===== src/rtl/fsd_pkg.sv =====
package fsd_pkg;

    typedef enum logic [1:0] {
        ST_IDLE,
        ST_WINDOW,
        ST_DECIDE,
        ST_LOCKOUT
    } fsd_state_e;

endpackage


===== src/rtl/fsd_edge_slicer.sv =====
module fsd_edge_slicer #(
    parameter int SAMPLE_W = 8
) (
    input  logic                clk,
    input  logic                rst,
    input  logic                smp_valid,
    input  logic [SAMPLE_W-1:0] smp_data,
    input  logic [SAMPLE_W-1:0] slice_lvl,
    output logic                edge_evt
);

    logic was_above_q;
    logic now_below;

    assign now_below = (smp_data <= slice_lvl);

    always_ff @(posedge clk) begin
        if (rst) begin
            was_above_q <= 1'b0;
        end else if (smp_valid) begin
            was_above_q <= !now_below;
        end
    end

    always_comb begin
        edge_evt = smp_valid && was_above_q && now_below;
    end

endmodule


===== src/rtl/fsd_window_accum.sv =====
module fsd_window_accum #(
    parameter int SAMPLE_W = 8,
    parameter int WIN_LEN  = 405,
    parameter int ACC_W    = 18
) (
    input  logic                clk,
    input  logic                rst,
    input  logic                win_start,
    input  logic                win_run,
    input  logic                smp_valid,
    input  logic [SAMPLE_W-1:0] smp_data,
    output logic [ACC_W-1:0]    acc_total,
    output logic                win_done
);

    localparam int CNT_W = $clog2(WIN_LEN + 1);
    localparam logic [CNT_W-1:0] LAST_CNT = CNT_W'(WIN_LEN - 1);
    localparam logic [ACC_W-1:0] ACC_MAX  = {ACC_W{1'b1}};

    logic [CNT_W-1:0] cnt_q;
    logic [ACC_W-1:0] acc_q;
    logic [ACC_W:0]   wide_sum;
    logic [ACC_W-1:0] sat_sum;
    logic [ACC_W-1:0] smp_ext;

    assign smp_ext  = {{(ACC_W - SAMPLE_W){1'b0}}, smp_data};
    assign wide_sum = {1'b0, acc_q} + {1'b0, smp_ext};
    assign sat_sum  = wide_sum[ACC_W] ? ACC_MAX : wide_sum[ACC_W-1:0];

    always_ff @(posedge clk) begin
        if (rst) begin
            cnt_q <= '0;
            acc_q <= '0;
        end else if (win_start) begin
            cnt_q <= CNT_W'(1);
            acc_q <= smp_ext;
        end else if (win_run && smp_valid) begin
            cnt_q <= cnt_q + CNT_W'(1);
            acc_q <= sat_sum;
        end
    end

    generate
        if (WIN_LEN == 1) begin : g_single
            assign win_done = win_start;
        end else begin : g_multi
            assign win_done = win_run && smp_valid && (cnt_q == LAST_CNT);
        end
    endgenerate

    assign acc_total = acc_q;

endmodule


===== src/rtl/fsd_lockout_timer.sv =====
module fsd_lockout_timer #(
    parameter int LOCK_W = 20
) (
    input  logic              clk,
    input  logic              rst,
    input  logic              lock_load,
    input  logic [LOCK_W-1:0] lock_len,
    input  logic              lock_run,
    input  logic              smp_valid,
    output logic              lock_expire
);

    logic [LOCK_W-1:0] remain_q;

    always_ff @(posedge clk) begin
        if (rst) begin
            remain_q <= '0;
        end else if (lock_load) begin
            remain_q <= lock_len;
        end else if (lock_run && smp_valid && remain_q != '0) begin
            remain_q <= remain_q - LOCK_W'(1);
        end
    end

    assign lock_expire = lock_run && smp_valid && (remain_q == LOCK_W'(1));

endmodule


===== src/rtl/field_sync_detector.sv =====
module field_sync_detector
    import fsd_pkg::*;
#(
    parameter int SAMPLE_W = 8,
    parameter int WIN_LEN  = 405,
    parameter int ACC_W    = 18,
    parameter int LOCK_W   = 20
) (
    input  logic                clk,
    input  logic                rst,
    input  logic                smp_valid,
    input  logic [SAMPLE_W-1:0] smp_data,
    input  logic [SAMPLE_W-1:0] slice_lvl,
    input  logic [ACC_W-1:0]    thresh,
    input  logic [LOCK_W-1:0]   lock_len,
    output logic                window_active,
    output logic                lockout_active,
    output logic                broad_pulse,
    output logic                line_pulse
);

    fsd_state_e       state_q;
    fsd_state_e       state_d;
    logic             edge_evt;
    logic             win_start;
    logic             win_run;
    logic             win_done;
    logic [ACC_W-1:0] acc_total;
    logic             is_broad;
    logic             lock_load;
    logic             lock_run;
    logic             lock_expire;

    fsd_edge_slicer #(
        .SAMPLE_W (SAMPLE_W)
    ) u_slicer (
        .clk       (clk),
        .rst       (rst),
        .smp_valid (smp_valid),
        .smp_data  (smp_data),
        .slice_lvl (slice_lvl),
        .edge_evt  (edge_evt)
    );

    fsd_window_accum #(
        .SAMPLE_W (SAMPLE_W),
        .WIN_LEN  (WIN_LEN),
        .ACC_W    (ACC_W)
    ) u_accum (
        .clk       (clk),
        .rst       (rst),
        .win_start (win_start),
        .win_run   (win_run),
        .smp_valid (smp_valid),
        .smp_data  (smp_data),
        .acc_total (acc_total),
        .win_done  (win_done)
    );

    fsd_lockout_timer #(
        .LOCK_W (LOCK_W)
    ) u_lock (
        .clk         (clk),
        .rst         (rst),
        .lock_load   (lock_load),
        .lock_len    (lock_len),
        .lock_run    (lock_run),
        .smp_valid   (smp_valid),
        .lock_expire (lock_expire)
    );

    assign is_broad  = (acc_total <= thresh);
    assign win_start = (state_q == ST_IDLE) && edge_evt;
    assign win_run   = (state_q == ST_WINDOW);
    assign lock_load = (state_q == ST_DECIDE) && is_broad && (lock_len != '0);
    assign lock_run  = (state_q == ST_LOCKOUT);

    // State register
    always_ff @(posedge clk) begin
        if (rst) begin
            state_q <= ST_IDLE;
        end else begin
            state_q <= state_d;
        end
    end

    // Transitions: edge, window-done, lock, release, expire
    always_comb begin
        state_d = state_q;
        unique case (state_q)
            ST_IDLE: begin
                if (edge_evt) begin
                    state_d = win_done ? ST_DECIDE : ST_WINDOW;
                end
            end
            ST_WINDOW: begin
                if (win_done) begin
                    state_d = ST_DECIDE;
                end
            end
            ST_DECIDE: begin
                state_d = lock_load ? ST_LOCKOUT : ST_IDLE;
            end
            ST_LOCKOUT: begin
                if (lock_expire) begin
                    state_d = ST_IDLE;
                end
            end
            default: state_d = ST_IDLE;
        endcase
    end

    // Outputs
    always_comb begin
        window_active  = 1'b0;
        lockout_active = 1'b0;
        broad_pulse    = 1'b0;
        line_pulse     = 1'b0;
        unique case (state_q)
            ST_IDLE:    ;
            ST_WINDOW:  window_active = 1'b1;
            ST_DECIDE: begin
                broad_pulse = is_broad;
                line_pulse  = !is_broad;
            end
            ST_LOCKOUT: lockout_active = 1'b1;
            default:    ;
        endcase
    end

endmodule


===== config.mk =====
export PLATFORM = sky130hd
export DESIGN_NAME = field_sync_detector
export DESIGN_NICKNAME = d
export VERILOG_FILES = /design/src/rtl/fsd_pkg.sv /design/src/rtl/fsd_edge_slicer.sv /design/src/rtl/fsd_window_accum.sv /design/src/rtl/fsd_lockout_timer.sv /design/src/rtl/field_sync_detector.sv
export SDC_FILE = /design/constraint.sdc
export NUM_CORES = 1
export LEC_CHECK = 0
export BUFFER_PORTS_ARGS = -buffer_cell sky130_fd_sc_hd__buf_4
export CORE_ASPECT_RATIO = 0.5
export CORE_MARGIN = 2
export CORE_UTILIZATION = 30
export CTS_CLUSTER_DIAMETER = 120
export DETAILED_ROUTE_END_ITERATION = 8
export PLACE_DENSITY = 0.5
export RECOVER_POWER = 100
export SLEW_MARGIN = 5
export SYNTH_ARGS = -nofsm -noshare
export SYNTH_HDL_FRONTEND = slang
export SYNTH_SLANG_ARGS = --single-unit

===== constraint.sdc =====
create_clock -name clk -period 4.7 [get_ports clk]
set_clock_uncertainty 0.05 [all_clocks]
set_input_delay 0.94 -clock clk [delete_from_list [all_inputs] [get_ports clk]]
set_output_delay 0.94 -clock clk [all_outputs]
set_load 0.1 [all_outputs]

==> results by group <==
Run status
  • Status: completed

Timing
  • RSZ-0062 raised after global routing: no
  • Final setup fails: 0
  • Slew HR: 21.4%
  • Crit path time final: 4090 ps
  • Final-report max-slew violation count: 0
  • Setup TNS: 0 ps
  • Final period util: 87.0%
  • Worst slew pin tran: 1180 ps
  • Max frequency: 0.245 GHz
  • Final Hold Viols: 0

Setup path
  • CP Class: in -> out
  • Worst path required time: 3710 ps
  • R2R Setup Slk: 1510 ps
  • Path depth of the worst reg2reg path: 9
  • Data arrival, critical path: 3100 ps
  • Worst r2r src: u_accum.acc_total[16]
  • CP Capture Type: output port
  • FF-to-FF End: u_lock.remain_q[3]
  • Startpoint types: primary input
  • Crit Path Max Fanout: 4

Routing
  • DR iter-0 viols: 154
  • Post-route ant nets: 0
  • Via density: 4.85
  • Vias: 3,231
  • Routed WL: 8.99 mm
  • DR pass1 iterations: 6
  • Drt wl/cell: 13.5 um
  • Post-route DRC: 0

Cells and area
  • Nets: 596
  • Layout cells sized above 1: 14.8%
  • Finished Cell Area: 4320 um^2
  • Synthesis-to-layout area growth: 20.3%
  • Cell Count, Final, Fillers Out: 666
  • # diodes: 0

Clock network
  • H-Tree Depth: 2
  • Number of CTS-inserted buffers: 5
  • CTS root buf: clkbuf_16
  • CTS clock-pin slew for the worst setup and hold paths: 70 ps
  • CTS tree: yes
  • CTS Hold Bufs: 0
  • Clock Sinks: 50
  • CTS resizes: 0
  • Clock buffer depth: 2
  • Worst-skew pair later-pin latency: 300 ps
  • Post-CTS setup buffer count: 0

Global routing
  • Grt total ovfl: 0
  • Vias in the first global route: 3,197
  • First-pass GRT wire length: 15.4 mm
  • Initial antenna violation count: 0
  • Largest net degree at the start of global routing: 33
  • Gr usage total: 14.7%

Pwr
  • Lkg Pwr: 0.00188 uW
  • Peak supply drop: 175 uV
  • Total power: 1710 uW
  • Power Density: 396 nW/um^2

Placed design
  • GPL Wtd Cong: 0.771
  • Buffers on Ports: 60
  • Placed insts: 658
  • Area after DPL: 4190 um^2
  • Final HPWL DP: 6.91 mm

Min path
  • Hold Path Origin: u_lock.remain_q[12]
  • Worst Hold Depth: 2
  • Min-Delay Path Class: reg -> reg
  • Min-Delay Endpoint: u_lock.remain_q[12]

Yosys
  • Cells after Synth: 445
  • Post-synth top area share: 27.9%
  • Count of different cell masters after synthesis: 58
  • Mapped Nets: 541
  • Synth warnings: 0
  • Syn avg cell area: 8.07 um^2
  • Synth Flop Type: dfxtp_1
  • Register area share after synthesis: 27.9%
  • Netlist Area Pre-Place: 3590 um^2
  • Asr flop ratio synth: 0%
  • Number of enable flip-flop cells after synthesis: 0
  • Synth area leaders: dfxtp_1 28%, ha_1 13%, nor2_1 5.4%, xnor2_1 4.1%, inv_1 4.0%
  • Post-synthesis register bit count: 50
  • Area leader, netlist: dfxtp_1

Flow run
  • Max-Cap Viols: 0

Die
  • Die height: 81.4 um
  • Top-level I/O count: 61
  • Die outline width: 159 um
  • Rows: 28
  • Initial Utilization: 30.6%
  • Core box area: 11,700 um^2
  • Die area: 12,900 um^2
-- registers in the layout, summed over array words and instances (netlist names) --
signal and cells:
u_lock.remain_q 20, u_accum.cnt_q 9, u_slicer.was_above_q 1, u_accum.acc_total 18
state_q 2
-- cell families after synthesis --
logic type               count (synthesis)  share of synthesized area, %
XOR/XNOR                                27                          6.59
flip-flops                              50                          27.9
AO/OA/AOI/OAI                           86                          18.2
AND/OR/NAND/NOR                        185                          25.8
buffers and inverters                   53                          6.34
multiplexers                             5                          1.39
adder cells (fa/ha/maj)                 39                          13.8
-- cells in the final DEF, fill, tap and decap left out, types with 5 or more instances in the layout --
master	synthesis	layout
clkbuf_1	5	6
nor2b_1	6	6
nor3_1	24	24
nor2_1	52	52
nor4_1	11	11
and2_1	5	5
nand2_1	37	37
dfxtp_1	50	50
mux2i_1	5	5
buf_4	0	55
inv_1	38	38
xor2_1	10	10
nand3_1	11	11
xnor2_1	17	17
a21oi_1	18	18
a31oi_1	8	8
nand4_1	13	13
a211oi_1	13	15
clkbuf_16	0	5
o32ai_1	5	5
ha_1	38	38
and3_1	9	9
o21ai_0	9	9
-- synth_stat cells, drive strengths merged, types with 6 or more instances --
| cell | number |
|---|---|
| buf | 10 |
| dfxtp | 50 |
| xor2 | 10 |
| ha | 38 |
| a211oi | 17 |
| o21ai | 9 |
| nand2 | 37 |
| nand3 | 11 |
| nand4 | 13 |
| and3 | 9 |
| a31oi | 8 |
| nor2b | 6 |
| nor2 | 52 |
| nor4 | 12 |
| a21oi | 18 |
| xnor2 | 17 |
| nor3 | 24 |
| inv | 38 |
-- per-layer routing --
layer	vias to the layer above	track usage, %	part of all wire (%)
met2	39	23.7	41
met1	1468	20.5	54
met3	5	3.27	3.7
li1	1719	-	-
met4	0	2.75	0.60
met5	-	0	0
-- metrics by stage --
step / hold WS (ps) / utilization, % / setup slack (ps)
2_1_floorplan: 410 / - / 778
3_3_place_gp: 425 / 35.7 / 812
3_5_place_dp: 448 / 35.7 / 797
4_1_cts: 463 / 37.1 / 795
5_1_grt: 503 / 36.8 / 431
6_report: 460 / 36.8 / 613
-- critical path, cell delays in order --
cell      delay, ps
clkbuf_4        100
inv_1            30
ha_1            300
nand4_1         130
nor3_1          340
o21ai_0         150
nand3_1          80
and3_1          150
clkbuf_1        870
-- worst max path at each step --
stage               startpoint           to  depth (start not counted)
floorplan           thresh[15]  broad_pulse                          7
global placement    thresh[15]  broad_pulse                          9
detailed placement  thresh[15]  broad_pulse                          9
CTS                 thresh[15]  broad_pulse                          9
global route        thresh[16]   line_pulse                          9
finish              thresh[16]   line_pulse                          9
-- power by group --
part           total, uW  internal (uW)  leakage (uW)  switching, uW
clock network        424            253     0.0000842            172
registers            584            503      0.000408           80.9
logic                703            278       0.00139            425
-- area by class of cell --
type                    count  area, um^2
repair buffers             63         448
multi-input cells         342        2350
well taps                 165         206
fillers                  1262        7420
clock inverters             3        43.8
clock buffers               5         125
flip-flops and latches     50        1000
inverters                  38         143
(Power assumes the default switching activity.)
